## src/rtl/mdio_master.sv

```systemverilog
module mdio_master #(
  parameter int DIV = 20
) (
  input  logic        clk,
  input  logic        rst_n,
  input  logic        start,
  input  logic        rd,
  input  logic [4:0]  phy_addr,
  input  logic [4:0]  reg_addr,
  input  logic [15:0] wdata,
  output logic [15:0] rdata,
  output logic        busy,
  output logic        done,
  output logic        err,
  output logic        mdc,
  output logic        mdio_o,
  output logic        mdio_oe,
  input  logic        mdio_i
);
  localparam int CW = (DIV > 1) ? $clog2(DIV) : 1;
  localparam logic [CW-1:0] CNT_TOP = CW'(DIV - 1);
  localparam logic [6:0] S_HDR  = 7'd32;
  localparam logic [6:0] S_TA1  = 7'd46;
  localparam logic [6:0] S_TA2  = 7'd47;
  localparam logic [6:0] S_D0   = 7'd48;
  localparam logic [6:0] S_DL   = 7'd63;
  localparam logic [6:0] S_WEND = 7'd64;
  localparam logic [6:0] S_REND = 7'd65;
  localparam logic [6:0] S_BEND = 7'd79;

  logic [CW-1:0] cnt;
  logic [6:0]    slot;
  logic          rd_q, bad;
  logic [4:0]    pa_q, ra_q;
  logic [15:0]   wd_q, sh;
  logic [13:0]   hdr;
  logic          drv, bitv;
  logic [6:0]    last;
  logic          tick;

  assign hdr  = {2'b01, rd_q, ~rd_q, pa_q, ra_q};
  assign tick = (cnt == CNT_TOP);
  assign last = rd_q ? (bad ? S_BEND : S_REND) : S_WEND;

  always_comb begin
    drv  = 1'b0;
    bitv = 1'b1;
    if (slot < S_HDR) begin
      drv = 1'b1;
    end else if (slot < S_TA1) begin
      drv  = 1'b1;
      bitv = hdr[4'(7'd45 - slot)];
    end else if (!rd_q) begin
      if (slot == S_TA1) begin
        drv = 1'b1;
      end else if (slot == S_TA2) begin
        drv  = 1'b1;
        bitv = 1'b0;
      end else if (slot <= S_DL) begin
        drv  = 1'b1;
        bitv = wd_q[4'(S_DL - slot)];
      end
    end
  end

  assign mdio_oe = busy & drv;
  assign mdio_o  = busy ? bitv : 1'b1;

  always_ff @(posedge clk or negedge rst_n) begin
    if (!rst_n) begin
      busy  <= 1'b0;
      done  <= 1'b0;
      err   <= 1'b0;
      mdc   <= 1'b0;
      cnt   <= '0;
      slot  <= '0;
      rd_q  <= 1'b0;
      bad   <= 1'b0;
      pa_q  <= '0;
      ra_q  <= '0;
      wd_q  <= '0;
      sh    <= '0;
      rdata <= '0;
    end else begin
      done <= 1'b0;
      if (!busy) begin
        if (start) begin
          busy <= 1'b1;
          err  <= 1'b0;
          bad  <= 1'b0;
          mdc  <= 1'b0;
          cnt  <= '0;
          slot <= '0;
          rd_q <= rd;
          pa_q <= phy_addr;
          ra_q <= reg_addr;
          wd_q <= wdata;
        end
      end else if (!tick) begin
        cnt <= cnt + 1'b1;
      end else begin
        cnt <= '0;
        mdc <= ~mdc;
        if (!mdc) begin
          if (rd_q && slot == S_TA2) bad <= mdio_i;
          if (rd_q && slot >= S_D0 && slot <= S_DL && !bad) sh <= {sh[14:0], mdio_i};
        end else if (slot == last) begin
          busy <= 1'b0;
          done <= 1'b1;
          err  <= rd_q & bad;
          if (rd_q && !bad) rdata <= sh;
        end else begin
          slot <= slot + 1'b1;
        end
      end
    end
  end
endmodule


```

## config.mk

```make
export PLATFORM = sky130hd
export DESIGN_NAME = mdio_master
export DESIGN_NICKNAME = d
export VERILOG_FILES = /design/src/rtl/mdio_master.sv
export SDC_FILE = /design/constraint.sdc
export NUM_CORES = 1
export LEC_CHECK = 0
export ABC_AREA = 1
export CORE_ASPECT_RATIO = 0.75
export CORE_MARGIN = 2
export CORE_UTILIZATION = 45
export CTS_BUF_LIST = sky130_fd_sc_hd__clkbuf_8
export CTS_CLUSTER_SIZE = 28
export DETAILED_ROUTE_END_ITERATION = 16
export HOLD_SLACK_MARGIN = 0.12
export MAX_ROUTING_LAYER = met4
export PLACE_DENSITY = 0.68
export SYNTH_ARGS = -nofsm -noshare
export SYNTH_HDL_FRONTEND = slang
export SYNTH_SLANG_ARGS = --single-unit
```

## constraint.sdc

```tcl
create_clock -name clk -period 2.4 [get_ports clk]
set_clock_uncertainty 0.2 [all_clocks]
set_input_delay 0.48 -clock clk [delete_from_list [all_inputs] [get_ports clk]]
set_output_delay 0.48 -clock clk [all_outputs]
set_load 0.02 [all_outputs]
```

==> Word-level counts from Yosys, hierarchy flattened <==
Index checks and enable logic that the tools add are counted.
{ "totals": {"word_cells": 99, "output_inout_bits": 22, "regBits": 76, "input_bits": 31} }
{ "op_classes": {"n_reduce_logical": 14, "n_addsub": 4, "n_mux": 47, "eq_ne": 10, "n_lt_le_gt_ge": 6, "bitwise_logic": 5} }
{ "ops": {"columns": ["operator", "n"], "rows": [
  ["$mux 1", 35],
  ["$mux 7", 5],
  ["$reduce_and 4->1", 4],
  ["$mux 5", 3],
  ["$eq 7x6->1 const B", 2],
  ["$lt 7x6->1 const B", 2],
  ["$lt 4x5->1 const B", 2],
  ["$bmux 1 s4", 2],
  ["$mux 4", 2],
  ["$ne 2x1->1 const B", 4],
  ["$sub 4x4->4 const A", 2],
  ["$add 7x1->7 const B", 1],
  ["$eq 7x7->1", 1],
  ["$ge 7x6->1 const B", 1],
  ["$le 7x6->1 const B", 1],
  ["$add 5x1->5 const B", 1],
  ["$eq 5x5->1 const B", 1],
  ["$logic_and 1x1->1", 5],
  ["$reduce_and 5->1", 1],
  ["$ne 2x2->1 const B", 2],
  ["$reduce_and 2->1", 2],
  ["$not 1->1", 3],
  ["$and 1x1->1", 2],
  ["$reduce_bool 2->1", 1],
  ["$logic_not 1->1", 1]
]} }

==> Depth between registers and ports, before layout <==
{ "logic_depth": {"ltp_word": 10, "depth_mapped": 12, "mapped_depth_nobuf": 11} }

==> Worst setup path after synthesis <==
No wires, ideal clock.
{ "synth_path": {"path_kind": "reg2out", "from": "reg slot[1]", "to": "out mdio_o", "t_required_ns": 1.720, "stages_incl_launch_ff": 10, "arrival_ns": 1.433, "n_path_buf": 1, "setup_slack_ns": 0.287, "path_cell_list": "dfrtp_1 > buf_4 > inv_6 > ha_1 > nor2_1 > nor2_1 > nand2_1 > nand2_1 > a21oi_1 > nand2_1"} }
{ "synth_between": {"elab_chain_len": 10, "word_cells_on_any_way": 18, "classes_between": "add/sub (2); order compare (3); eq/ne (2); mux (11)"} }
{ "synth_rtl": {"columns": ["element", "line", "text"], "rows": [
  ["from (decl)", "32", "logic [6:0] slot;"],
  ["from (signal assigned)", "113", "slot <= slot + 1'b1;"],
  ["$sub 4x4->4", "61", "bitv = wd_q[4'(S_DL - slot)];"],
  ["$bmux 1 s4", "61", null],
  ["$mux 1 (implied by the code)", "61", null],
  ["$mux 1", "59", "end else if (slot <= S_DL) begin"],
  ["$mux 1", "56", "end else if (slot == S_TA2) begin"],
  ["$mux 1", "54", "if (slot == S_TA1) begin"],
  ["$mux 1", "53", "end else if (!rd_q) begin"],
  ["$mux 1", "50", "end else if (slot < S_TA1) begin"],
  ["$mux 1 (*)", "48", "if (slot < S_HDR) begin"],
  ["$mux 1 (*)", "67", "assign mdio_o = busy ? bitv : 1'b1;"],
  ["to (decl)", "16", "output logic mdio_o,"]
]} }
Every way passes the cells marked *; elsewhere a longest branch is shown, timed or not. The select of a mux whose other input is x is not followed.

==> Worst setup path in the final report <==
Same ends and word-level chain as after synthesis.

==> results <==
- Setup repair after global routing could not meet its margin everywhere.
- The max-slew violation count is 0.
- For this design the top-level I/O count stands at 53.
- Summed over all cells, the static leakage comes to 2.44 nW.
- After floorplanning, the core was divided into 28 placement rows.
- Headroom to the max-slew limit came out at 0.517.
- The all-layer global routing usage is 0.213.
- The least setup slack across all paths after layout is -0.211 ns.
- The number of clock buffers added by TritonCTS is 9.
- The die is 82.6 um tall.
- The start point of the worst min-delay path is wd_q[7]$_DFFE_PN0P_.
- The area of the die is 8990 um^2.
- The pre-antenna-repair detailed-routing pass consisted of 4 iterations.
- The maximum clock rate is 0.383 GHz.
- The largest net degree at the start of global routing is 59.
- The average detailed-routed wire length per instance is 13.6 um.
- The repair_antennas step left the layout with diodes totalling 0.
- The count of final setup violators is 2.
- The tool flagged a number of max-cap violations equal to 0.
- The standard cell core area is 7950 um^2.
- The post-layout minimum cycle time is 2.61 ns.
- At the worst endpoint, the required time is 1.72 ns.
- The remaining design rule violation count is 0.
- The number of warning messages in the yosys log is 0.
- The endpoint type of the worst setup path is a primary output.
- The mapped netlist covers 3710 um^2.
- In the synthesized netlist, the number of instances is 436.
- The global-route wire length before repair is 14.0 mm.
- OpenSTA, run right after detailed placement, puts the worst setup slack at -0.292 ns.
- The final-report hold violation count came to 0.
- In the synthesized netlist the async set-or-reset flop fraction comes to 1.00.
- Across all layers, the routed design uses 3131 vias.
- For the worst setup path, the data arrival time is 1.93 ns.
- The tree is rooted in a sky130_fd_sc_hd__clkbuf_8.
- The number of nets at the end of the flow is 577.
- After detailed placement, the total cell area comes to 4540 um^2.
- The worst-case IR drop observed on VDD is 0.579 mV.
- The number of buffers added on ports is 52.
- The number of cells traversed by the worst register-to-register path is 15.
- Of the available clock period, the critical path in the final layout requires 1.09.
- The latest clock arrival within the worst-skew pair is 0.36 ns.
- The number of sinks driven by the clock tree is 76.
- The post-synthesis sequential element count is 76.
- Along the worst hold path, the cell count comes to 2.
- STA classifies the critical path startpoint as a flip-flop.
- The initial antenna violation count came to 0.
- The die is 109 um wide.
- In the synthesized netlist the dominant register cell turns out to be sky130_fd_sc_hd__dfrtp_1.
- After global routing the overflow that remains totals 0.
- After routing the design area is 5100 um^2.
- The via density per instance is 4.82.
- The run finished, with violations left.
- Of all nets on the critical path, the largest fanout is 4.
- The min-delay analysis places its worst path in the category reg -> reg.
- The count of distinct cell types in the synthesized netlist is 34.
- The final wirelength is 8.80 mm.
- The number of buffers on the longest clock path is 2.
- At the pin with the least slew margin, the transition time is 0.723 ns.
- In the final layout, the share of cells above drive strength 1 is 0.285.
- The routability-driven placement congestion ratio is 0.934.
- The initial core utilization is 0.466.
- After clock tree synthesis, the clock-pin slew on the worst setup and hold paths is 0.08 ns.
- The final reports fail on negative setup slack.
- Power spread over the standard cell area amounts to 926 nW/um^2.
- The DRC violation total after the first TritonRoute iteration is 101.
- The number of global-route vias before repair is 3019.
- For this run, the register share of the synthesized area comes to 0.513.
- The synthesis-to-finish area growth is 37.7%.
- By startpoint and endpoint, the worst setup path is classified as reg -> out.
- After legalization and detailed placement, the total HPWL measured 5.80 mm.
- Synthesis produced a netlist with a net count of 473.
- The slack of the worst reg-to-reg path is 0.07 ns.
- Yosys mapped a number of flops with a built-in enable equal to 0.
- In this run the critical register-to-register path is launched from slot[0]$_DFFE_PN0P_.
- TritonCTS built the clock tree.
- The H-tree generated during clock tree synthesis spans 3 levels.
- The count of nets left with antenna violations after detail routing is 0.
- A synthesized cell averages 8.50 um^2.
- The endpoint with the worst hold slack is wd_q[7]$_DFFE_PN0P_.
- The endpoint identified for the worst register-to-register timing path is slot[5]$_DFFE_PN0P_.
power breakdown:
| group | switching (mW) | leakage, nW | internal (mW) | total [mW] |
|---|---|---|---|---|
| clock | 0.469 | 0.103 | 0.530 | 0.998 |
| sequential | 0.184 | 0.977 | 1.46 | 1.64 |
| combinational | 1.09 | 1.36 | 0.993 | 2.09 |
cell usage in the layout (no fill, tap or decap), drive strengths merged, types with 3 or more instances in the layout:
cell           count
nor2              28
dfrtp             76
buf               58
inv               52
clkbuf            11
o21ai             55
a21oi              6
o22ai              3
nand2            152
xor2               5
clkdlybuf4s50     49
nand3             26
nand4              3
ha                 6
worst max-delay path, stage by stage, from the launching register on:
cell and delay (ns):
sky130_fd_sc_hd__dfrtp_2 0.47, sky130_fd_sc_hd__buf_6 0.16, sky130_fd_sc_hd__ha_4 0.16, sky130_fd_sc_hd__xor2_2 0.18, sky130_fd_sc_hd__buf_4 0.14, sky130_fd_sc_hd__nand3_2 0.07, sky130_fd_sc_hd__nand2_2 0.07, sky130_fd_sc_hd__a21oi_2 0.12
sky130_fd_sc_hd__nand2_1 0.08, sky130_fd_sc_hd__buf_6 0.13
cells in the mapped netlist (3+ instances only):
library cell               count  area share
sky130_fd_sc_hd__ha_1          6       0.020
sky130_fd_sc_hd__nand2_2      16       0.027
sky130_fd_sc_hd__o21ai_2      26       0.061
sky130_fd_sc_hd__inv_1        47       0.048
sky130_fd_sc_hd__o22ai_1       3      0.0051
sky130_fd_sc_hd__clkbuf_1      5      0.0051
sky130_fd_sc_hd__buf_6         5       0.015
sky130_fd_sc_hd__o21ai_0      22       0.030
sky130_fd_sc_hd__buf_2         4      0.0054
sky130_fd_sc_hd__dfrtp_1      76        0.51
sky130_fd_sc_hd__nand3_1      26       0.035
sky130_fd_sc_hd__nand2_1     134        0.14
sky130_fd_sc_hd__xor2_1        5       0.012
sky130_fd_sc_hd__a21oi_1       6      0.0081
sky130_fd_sc_hd__o21ai_1       7      0.0094
sky130_fd_sc_hd__nor2_1       26       0.026
sky130_fd_sc_hd__inv_2         3      0.0030
flip-flops by register name, summed over array words and instances, names as in the netlist, 5 cells and up:
register and flops:
pa_q 5, cnt 5, slot 7, sh 16, rdata 16, wd_q 16
ra_q 5
routing by layer:
metal	track usage	wire, um
met1	0.279	4340
met2	0.320	3940
met3	0.0612	349
met4	0.0679	170
met5	-	0
per-stage QoR:
step | hold WS (ns) | total power [mW] | TNS [ns] | util | std cells
global route | 0.307 | 5.04 | -0.570 | 0.642 | 649
finish | 0.283 | 4.73 | -0.375 | 0.642 | 649
floorplan | -0.0156 | 2.55 | 0 | - | 436
detailed placement | 0.178 | 3.28 | -0.500 | 0.570 | 614
CTS | 0.287 | 4.48 | -0.242 | 0.621 | 644
global placement | 0.176 | 3.24 | -0.448 | 0.570 | 614
worst max path at each step:
stage                        startpoint     end  slack, ns  cells after the start
finish              slot[1]$_DFFE_PN0P_  mdio_o      -0.21                      9
floorplan           slot[1]$_DFFE_PN0P_  mdio_o       0.29                      9
global route        slot[0]$_DFFE_PN0P_  mdio_o      -0.31                     13
CTS                 slot[1]$_DFFE_PN0P_  mdio_o      -0.17                     11
detailed placement  slot[1]$_DFFE_PN0P_  mdio_o      -0.29                     10
global placement    slot[1]$_DFFE_PN0P_  mdio_o      -0.25                     10
logic make-up after synthesis:
kind of cell | share of synthesized area
XOR/XNOR | 0.0142
AO/OA/AOI/OAI | 0.123
buffers and inverters | 0.0837
adder cells (fa/ha/maj) | 0.0202
flip-flops | 0.513
AND/OR/NAND/NOR | 0.246
layout make-up:
cell class | count | area [um^2]
fill | 671 | 2850
sequential | 76 | 1910
multi-input combinational | 293 | 1670
timing repair buffer | 108 | 997
inverter | 52 | 203
clock buffer | 11 | 151
tap | 105 | 131
clock inverter | 4 | 50.0
repair_timing:
item	4_1_cts	5_1_grt
cloned	0	1
hold buffers	1	0
resized for setup	34	30
pin swaps	14	12
setup buffers	14	6
endpoints found under the hold margin	18	0
endpoints found under the setup margin	10	19
No activity file was read; power rests on OpenSTA's default activity.
